### src/rtl/calpulse_pkg.sv
package calpulse_pkg;

   typedef enum logic [1:0] {
      CH_IDLE  = 2'd0,
      CH_WAIT  = 2'd1,
      CH_PULSE = 2'd2
   } ch_state_e;

   localparam int STAT_BUSY_BIT = 0;
   localparam int STAT_DROP_BIT = 1;

endpackage

### src/rtl/calpulse_chan.sv
module calpulse_chan
   import calpulse_pkg::*;
#(
   parameter int DLY_W = 8,
   parameter int PW    = 16
) (
   input  logic             clk_i,
   input  logic             rst_ni,
   input  logic             start_i,
   input  logic [DLY_W-1:0] dly_i,
   output logic             cmd_o,
   output logic             active_o
);

   localparam int PW_W  = (PW > 1) ? $clog2(PW) : 1;
   localparam int CNT_W = (DLY_W > PW_W) ? DLY_W : PW_W;

   ch_state_e        state_q;
   logic [CNT_W-1:0] cnt_q;

   always_ff @(posedge clk_i or negedge rst_ni) begin
      if (!rst_ni) begin
         state_q <= CH_IDLE;
         cnt_q   <= '0;
      end else begin
         unique case (state_q)
            CH_IDLE: begin
               if (start_i) begin
                  state_q <= CH_WAIT;
                  cnt_q   <= CNT_W'(dly_i);
               end
            end
            CH_WAIT: begin
               if (cnt_q == '0) begin
                  state_q <= CH_PULSE;
                  cnt_q   <= CNT_W'(PW - 1);
               end else begin
                  cnt_q <= cnt_q - 1'b1;
               end
            end
            CH_PULSE: begin
               if (cnt_q == '0) begin
                  state_q <= CH_IDLE;
               end else begin
                  cnt_q <= cnt_q - 1'b1;
               end
            end
            default: state_q <= CH_IDLE;
         endcase
      end
   end

   assign cmd_o    = (state_q == CH_PULSE);
   assign active_o = (state_q != CH_IDLE);

endmodule

### src/rtl/calpulse_regs.sv
module calpulse_regs
   import calpulse_pkg::*;
#(
   parameter int DATA_W = 32,
   parameter int ADDR_W = 4,
   parameter int DAC_W  = 18,
   parameter int N_EN   = 96,
   parameter int N_CMD  = 6,
   parameter int DLY_W  = 8
) (
   input  logic                         clk_i,
   input  logic                         rst_ni,
   input  logic                         we_i,
   input  logic [ADDR_W-1:0]            addr_i,
   input  logic [DATA_W-1:0]            wdata_i,
   output logic [DATA_W-1:0]            rdata_o,
   input  logic                         busy_i,
   input  logic                         start_i,
   input  logic                         drop_i,
   output logic [DAC_W-1:0]             dac_o,
   output logic [N_EN-1:0]              en_o,
   output logic [N_CMD-1:0][DLY_W-1:0]  dly_o,
   output logic                         drop_flag_o
);

   localparam int EN_WORDS = N_EN / DATA_W;
   localparam int A_DAC    = 0;
   localparam int A_EN0    = A_DAC + 1;
   localparam int A_DLY0   = A_EN0 + EN_WORDS;
   localparam int A_STAT   = A_DLY0 + N_CMD;

   logic [DAC_W-1:0]            dac_q;
   logic [N_EN-1:0]             en_sh_q;
   logic [N_EN-1:0]             en_hold_q;
   logic [N_CMD-1:0][DLY_W-1:0] dly_sh_q;
   logic                        drop_q;

   always_ff @(posedge clk_i or negedge rst_ni) begin
      if (!rst_ni) begin
         dac_q <= '0;
      end else if (we_i && addr_i == ADDR_W'(A_DAC)) begin
         dac_q <= wdata_i[DAC_W-1:0];
      end
   end

   for (genvar w = 0; w < EN_WORDS; w++) begin : g_en_word
      always_ff @(posedge clk_i or negedge rst_ni) begin
         if (!rst_ni) begin
            en_sh_q[w*DATA_W +: DATA_W] <= '0;
         end else if (we_i && addr_i == ADDR_W'(A_EN0 + w)) begin
            en_sh_q[w*DATA_W +: DATA_W] <= wdata_i;
         end
      end
   end

   for (genvar c = 0; c < N_CMD; c++) begin : g_dly
      always_ff @(posedge clk_i or negedge rst_ni) begin
         if (!rst_ni) begin
            dly_sh_q[c] <= '0;
         end else if (we_i && addr_i == ADDR_W'(A_DLY0 + c)) begin
            dly_sh_q[c] <= wdata_i[DLY_W-1:0];
         end
      end
   end

   // Mask copy frozen for the length of a sequence.
   always_ff @(posedge clk_i or negedge rst_ni) begin
      if (!rst_ni) begin
         en_hold_q <= '0;
      end else if (start_i) begin
         en_hold_q <= en_sh_q;
      end
   end

   // Dropped-fire flag: setting beats clearing.
   always_ff @(posedge clk_i or negedge rst_ni) begin
      if (!rst_ni) begin
         drop_q <= 1'b0;
      end else if (drop_i) begin
         drop_q <= 1'b1;
      end else if (we_i && addr_i == ADDR_W'(A_STAT) && wdata_i[STAT_DROP_BIT]) begin
         drop_q <= 1'b0;
      end
   end

   always_comb begin
      rdata_o = '0;
      if (addr_i == ADDR_W'(A_DAC)) begin
         rdata_o[DAC_W-1:0] = dac_q;
      end
      for (int w = 0; w < EN_WORDS; w++) begin
         if (addr_i == ADDR_W'(A_EN0 + w)) begin
            rdata_o = en_sh_q[w*DATA_W +: DATA_W];
         end
      end
      for (int c = 0; c < N_CMD; c++) begin
         if (addr_i == ADDR_W'(A_DLY0 + c)) begin
            rdata_o[DLY_W-1:0] = dly_sh_q[c];
         end
      end
      if (addr_i == ADDR_W'(A_STAT)) begin
         rdata_o[STAT_BUSY_BIT] = busy_i;
         rdata_o[STAT_DROP_BIT] = drop_q;
      end
   end

   assign dac_o       = dac_q;
   assign en_o        = busy_i ? en_hold_q : en_sh_q;
   assign dly_o       = dly_sh_q;
   assign drop_flag_o = drop_q;

endmodule

### src/rtl/calpulse_cmdgen.sv
module calpulse_cmdgen
   import calpulse_pkg::*;
#(
   parameter int DATA_W = 32,
   parameter int ADDR_W = 4,
   parameter int DAC_W  = 18,
   parameter int N_EN   = 96,
   parameter int N_CMD  = 6,
   parameter int DLY_W  = 8,
   parameter int PW     = 16
) (
   input  logic              clk_i,
   input  logic              rst_ni,
   input  logic              bus_we_i,
   input  logic [ADDR_W-1:0] bus_addr_i,
   input  logic [DATA_W-1:0] bus_wdata_i,
   output logic [DATA_W-1:0] bus_rdata_o,
   input  logic              fire_i,
   output logic [N_CMD-1:0]  cmd_o,
   output logic [N_EN-1:0]   en_o,
   output logic [DAC_W-1:0]  dac_o,
   output logic              busy_o
);

   localparam int EN_WORDS = N_EN / DATA_W;
   localparam int N_REGS   = 2 + EN_WORDS + N_CMD;

   if (N_EN % DATA_W != 0) begin : g_bad_en
      $error("N_EN must be a multiple of DATA_W");
   end
   if (DAC_W > DATA_W || DLY_W > DATA_W || DATA_W < 2) begin : g_bad_w
      $error("DAC_W and DLY_W must fit in DATA_W");
   end
   if (N_REGS > 2**ADDR_W) begin : g_bad_addr
      $error("register map does not fit ADDR_W");
   end
   if (PW < 1) begin : g_bad_pw
      $error("PW must be at least 1");
   end

   logic [N_CMD-1:0]            active_w;
   logic [N_CMD-1:0][DLY_W-1:0] dly_w;
   logic                        start_w;
   logic                        drop_w;
   logic                        drop_flag_w;

   assign busy_o  = |active_w;
   assign start_w = fire_i & ~busy_o;
   assign drop_w  = fire_i & busy_o;

   calpulse_regs #(
      .DATA_W(DATA_W), .ADDR_W(ADDR_W), .DAC_W(DAC_W),
      .N_EN(N_EN), .N_CMD(N_CMD), .DLY_W(DLY_W)
   ) i_regs (
      .clk_i       (clk_i),
      .rst_ni      (rst_ni),
      .we_i        (bus_we_i),
      .addr_i      (bus_addr_i),
      .wdata_i     (bus_wdata_i),
      .rdata_o     (bus_rdata_o),
      .busy_i      (busy_o),
      .start_i     (start_w),
      .drop_i      (drop_w),
      .dac_o       (dac_o),
      .en_o        (en_o),
      .dly_o       (dly_w),
      .drop_flag_o (drop_flag_w)
   );

   for (genvar c = 0; c < N_CMD; c++) begin : g_chan
      calpulse_chan #(.DLY_W(DLY_W), .PW(PW)) i_chan (
         .clk_i    (clk_i),
         .rst_ni   (rst_ni),
         .start_i  (start_w),
         .dly_i    (dly_w[c]),
         .cmd_o    (cmd_o[c]),
         .active_o (active_w[c])
      );
   end

endmodule

### config.mk
export PLATFORM = sky130hd
export DESIGN_NAME = calpulse_cmdgen
export DESIGN_NICKNAME = d
export VERILOG_FILES = /design/src/rtl/calpulse_pkg.sv /design/src/rtl/calpulse_chan.sv /design/src/rtl/calpulse_regs.sv /design/src/rtl/calpulse_cmdgen.sv
export SDC_FILE = /design/constraint.sdc
export NUM_CORES = 1
export LEC_CHECK = 0
export ABC_AREA = 0
export BUFFER_PORTS_ARGS = -buffer_cell sky130_fd_sc_hd__buf_2
export CORE_MARGIN = 10
export CORE_UTILIZATION = 58
export CTS_BUF_LIST = sky130_fd_sc_hd__clkbuf_4 sky130_fd_sc_hd__clkbuf_8 sky130_fd_sc_hd__clkbuf_16
export DETAILED_ROUTE_END_ITERATION = 10
export GPL_TIMING_DRIVEN = 0
export PLACE_DENSITY = 0.85
export SLEW_MARGIN = 20
export SYNTH_ARGS = -nofsm -noshare
export SYNTH_HDL_FRONTEND = slang
export SYNTH_SLANG_ARGS = --single-unit
export TNS_END_PERCENT = 50
### constraint.sdc
create_clock -name clk_i -period 8.5 [get_ports clk_i]
set_input_delay 2.55 -clock clk_i [delete_from_list [all_inputs] [get_ports clk_i]]
set_output_delay 2.55 -clock clk_i [all_outputs]
set_load 0.03 [all_outputs]
* Yosys cells after proc, flatten, opt, wreduce, memory -nomap -nowiden
Cells that the tools add are included.
Cells by class: multiplexer cells 57, equal/unequal tests 46, reductions and logical operators 51, $add $sub $neg 6, bitwise gates (word level) 3
Operators with widths (count):
- $mux W8 | 24
- $pmux W8 S3 | 6
- $mux W32 | 3
- $mux W96 | 1
- $logic_not A8 Y1 | 6
- $sub A8 B1 Y8 const B | 6
- $pmux W2 S3 | 6
- $reduce_and A3 Y1 | 12
- $ne A2 B2 Y1 const B | 17
- $mux W2 | 14
- $mux W18 | 1
- $reduce_bool A3 Y1 | 6
- $eq A4 B3 Y1 const B | 4
- $ne A2 B1 Y1 const B | 7
- $reduce_bool A2 Y1 | 7
- $eq A2 B1 Y1 const B | 6
- $eq A2 B2 Y1 const B | 6
- $eq A4 B4 Y1 const B | 3
- $logic_and A1 B1 Y1 | 12
- $logic_not A2 Y1 | 6
- $eq A4 B2 Y1 const B | 2
- $reduce_or A6 Y1 | 1
- $eq A4 B1 Y1 const B | 1
- $logic_not A4 Y1 | 1
- other kinds (3) | 5
Storage, ports and cells: output and inout port bits 153, register bits 319

* Longest topological paths before layout
word-level depth 12, depth in mapped cells 10, depth with buffers taken out 7

* By module
A second synthesis with hierarchy kept.
Unflattened totals: cells, all modules 1390, area total of the unflattened synthesis 17164.0 µm²
By module, submodules not included:
- calpulse_regs | cells an instance 864, sequential area each 6481.2 µm², area an instance 12390.6 µm², times used 1
- calpulse_chan at g_chan[0].i_chan ... | cells an instance 86, sequential area each 250.2 µm², area an instance 797.0 µm², times used 4
- calpulse_chan at g_chan[1].i_chan | cells an instance 88, sequential area each 250.2 µm², area an instance 799.5 µm², times used 1
- calpulse_chan at g_chan[5].i_chan | cells an instance 89, sequential area each 250.2 µm², area an instance 752.0 µm², times used 1
- calpulse_cmdgen | cells an instance 5, sequential area each 0.0 µm², area an instance 33.8 µm², times used 1

* Least setup slack after synthesis
OpenSTA, ideal clock, no wires.
kind input -> output, start point input port bus_addr_i[1], end point output port bus_rdata_o[4], path buffers 3, data arrival time 4.234 ns, setup slack 1.716 ns, stages on the path 6, cell sequence clkbuf_1 clkbuf_1 buf_1 o221ai_1 o21a_1 a32oi_1
On the way: cells in the longest elaborated chain, start to end 11, elaborated cells between the ends (all ways) 20, those cells by class 9 x eq/ne; 10 x mux; 1 x reduce/logical
RTL lines:
- from (decl) | RTL line calpulse_cmdgen.sv:15 | input logic [ADDR_W-1:0] bus_addr_i,
- $logic_not A4 Y1 | RTL line calpulse_regs.sv:88 | if (addr_i == ADDR_W'(A_DAC)) begin
- $mux W18 | RTL line calpulse_regs.sv:88
- $mux W32 (3 in series) | RTL line calpulse_regs.sv:92 | if (addr_i == ADDR_W'(A_EN0 + w)) begin
- $mux W8 (5 in series) | RTL line calpulse_regs.sv:97 | if (addr_i == ADDR_W'(A_DLY0 + c)) begin
- $mux W8 (*) | RTL line calpulse_regs.sv:97
- to (decl) | RTL line calpulse_cmdgen.sv:17 | output logic [DATA_W-1:0] bus_rdata_o,
Mark *: on every way between the ends. The rest lies on a longest branch, timed or not.

* Worst setup path after layout
Same ends and word-level chain as after synthesis.

==> metrics.sh <==
ANTENNA_FOUND_INITIAL=4
POST_ROUTE_CLOCK_PERIOD_UTILIZATION=0.8837
YS_TOP_CELLS_BY_AREA='dfrtp_1 (47%), mux2_2 (15%), nand2_1 (11%), ha_1 (2.3%), mux4_2 (1.7%)'
SYNTH_FF_TYPE='dfrtp_1'
ENDPOINT_REQUIRED_TIME_ON_THE_CRITICAL_PATH_PS=5950
CRITPATHLAUNCH='bus_addr_i[1]'
CTS.REPORTEDPATHS.CLKPINSLEW_PS=60
CLOCK_SKEW_PS=18.04
CTS_MAX_LEVEL=2
TIMING_WORST_SETUP_PATH_TYPE='in -> out'
WORST_HOLD_STARTPOINT='i_regs.en_hold_q[93]'
INITIAL_UTILIZATION=0.5894
LARGEST_AREA_CONTRIBUTOR_IN_THE_SYNTHESIZED_NETLIST='dfrtp_1'
NUMBER_OF_ENABLE_FLIP_FLOP_CELLS_AFTER_SYNTHESIS=0
MAX-CLOCK-PATH-BUFFERS=3
CTSHOLDBUFFERS=0
REMAINING_MAX_SLEW_BUDGET_AT_THE_TIGHTEST_PIN=0.2326
DRC=0
POWER_DENSITY_OVER_THE_CELLS_nW_PER_UM2=439.2
FP-ROW-COUNT=62
LAYOUT-AREA-OVERHEAD-VS-SYNTH_PCT=15.89
SYNTH.MOST_COMMON_CELL='nand2_1'
FINAL_UTIL=0.6830
DRTITER0DRC=1385
CLOCK_LATENCY_PS=530
DRT_FIRST_PASS_ITERS=7
NETLIST-CELL-TYPE-COUNT=78
N_FILL_CELL=2111
FLOORPLAN.IO_PINS=193
SYNTHCELLS=1717
IRDROPWORSTVDD_mV=0.4110
VIA_PER_INSTANCE_RATIO=6.170
CTS-RESIZED-GATES=0
TIMING.FINAL.CRIT_PERIOD_PS=7512
CTS_TREE='built'
TIMING.CRITICAL_PATH.FROM_TYPE='input port'
CLOCKROOTBUFFER='clkbuf_16'
SYNTH_TOP_AREA_SHARE=0.4694
PLACE.DETAILED.INSTANCES=2285
CAP_VIOL_MAX_COUNT=0
DETAIL_ROUTE.WL_PER_CELL_UM=22.13
DETAIL_ROUTE.WIRELENGTH_UM=52030
DR_TOTAL_VIAS=14505
GRT_MAX_DEGREE=91
NETS=2009
CP-END-KIND='output port'
HP-CLASS='reg -> reg'
TIMING.CRITICAL_PATH.ARRIVAL_PS=4960
SLEW_VIOLATIONS=0
PLACE_HPWL_UM=37240
SYNTH.TOP_CELLS.BY_COUNT='nand2_1 (482), dfrtp_1 (319), mux2_2 (234)'
GRT_FIRST_PASS_WIRELENGTH_UM=81430
HOLD_VIOL=0
DIEAREA_UM2=36570
DIE_X_UM=191.2
SYNTH_FP_NETS=1788
FINALSETUPVIOLCOUNT=0
CLOCK_SINK_COUNT=319
SYNTHESIS.AREA_UM2=17010
CTS_MADE_BUFFERS=35
AVGSYNTHCELLAREA_UM2=9.905
GROUTE.USAGE.OVERALL=0.2798
DRT.ANTENNA.VIOLATING_NETS=0
MAXCLOCKFREQUENCY_MHz=133.1
VIAS_IN_THE_FIRST_GLOBAL_ROUTE=14689
GRT_SETUP_UNREPAIRED='false'
CTS_SETUP_BUFFERS=0
CORE_REGION_AREA_UM2=28860
STATUS='completed'
LAYOUTNONFILLERINSTCOUNT=2351
LEAKAGE_nW=9.464
LAYOUT-DRIVE-GT1-SHARE=0.2789
GP_CONGESTION=0.9574
OVERFLOW=0
CRITICAL_PATH.REG2REG.STARTPOINT='g_chan[0].i_chan.state_q[0]'
YOSYSWARNINGS=0
SYNTH.FF_LATCH_COUNT=319
WORST-SLEW-PIN-TRANSITION_PS=1147
ASYNC_FLOP_SHARE=1.000
CRITICAL_PATH_PEAK_FANOUT=10
FP.DIEH_UM=191.2
BUFFER_PORTS.INSERTED=181
SYNTH-SEQ-AREA-SHARE=0.4694
==> power breakdown <==
group	internal, W	total, W	switching [W]
clock	0.000964	0.00161	0.000650
sequential	0.00204	0.00250	0.000460
combinational	0.00150	0.00454	0.00304
==> cell usage in the layout (no fill, tap or decap), drive strengths merged, types with 11 or more instances in the layout <==
cell and n:
a21o 15, a21oi 51, a22o 12, a22oi 25, a31oi 32, and2 15
buf 224, clkbuf 111, clkinv 12, dfrtp 319, ha 31, inv 50
mux2 235, mux2i 18, mux4 13, nand2 482, nand2b 16, nand3 14
nor2 51, nor2b 11, nor3 16, o211ai 11, o21ai 31, o22ai 20
==> path summary, 6_finish.rpt <==
path | cells after the start | end | slack (ps)
max | 7 | bus_rdata_o[4] | 990
min | 2 | i_regs.en_hold_q[93] | 480
max reg2reg | 8 | i_regs.en_hold_q[87] | 5460
min reg2reg | 2 | i_regs.en_hold_q[93] | 480
max in group asynchronous | 3 | i_regs.en_sh_q[27] | 5260
min in group asynchronous | 1 | g_chan[0].i_chan.cnt_q[6] | 2040
==> flip-flops by register name (all words and copies together) (netlist names) <==
name / cells
i_regs.en_sh_q: 96
g_chan.i_chan.cnt_q: 48
i_regs.dac_o: 18
i_regs.drop_flag_o: 1
i_regs.dly_o: 48
g_chan.i_chan.state_q: 12
i_regs.en_hold_q: 96
==> final cells by class <==
class | instances | area [um2] | share of cell area
timing repair buffer | 184 | 998.5 | 0.05066
inverter | 50 | 187.7 | 0.009522
sequential | 319 | 7983 | 0.4050
antenna | 2 | 5.005 | 0.0002539
multi-input combinational | 1244 | 8397 | 0.4260
clock inverter | 17 | 210.2 | 0.01066
tap | 384 | 480.5 | 0.02438
buffer | 104 | 440.4 | 0.02234
clock buffer | 47 | 1008 | 0.05116
==> layer usage <==
metal,vias to the layer above,track usage,part of all wire
met5,-,0,0.00044
met4,4,0.09645,0.031
met3,131,0.06851,0.091
met2,726,0.4578,0.48
met1,7179,0.3563,0.40
li1,6465,-,-
==> critical path, stage by stage <==
cell      delay (ps)
clkbuf_1         260
clkbuf_1         450
buf_1            700
o221ai_1         290
o21a_1           160
a32oi_1          280
buf_2            270
==> kinds of logic (layout without fill, tap and decap cells) <==
logic type / after synthesis / after routing / share of synthesized area
flops: 319 / 319 / 0.4694
fa+ha+maj: 31 / 31 / 0.02281
compound gates: 280 / 280 / 0.1155
simple gates: 662 / 662 / 0.1692
mux: 266 / 266 / 0.1836
other cells: 0 / 2 / 0
xor+xnor: 5 / 5 / 0.002575
buf+inv: 154 / 402 / 0.03693
==> per-stage QoR <==
| step | area [um2] | TNS [ps] | worst slack (ps) | hold WS, ps | total power (W) |
|---|---|---|---|---|---|
| 6_report | 19710 | 0 | 988.2 | 479.0 | 0.008658 |
| 5_1_grt | 19710 | 0 | 860.8 | 497.9 | 0.009128 |
| 4_1_cts | 19710 | 0 | 1011 | 479.7 | 0.008618 |
| 3_5_place_dp | 18490 | 0 | 1013 | 463.3 | 0.006986 |
| 3_3_place_gp | 18390 | -358280 | -1166 | 457.1 | 0.006835 |
| 2_1_floorplan | 17010 | 0 | 1716 | 445.7 | 0.005542 |
(Power assumes the default switching activity.)
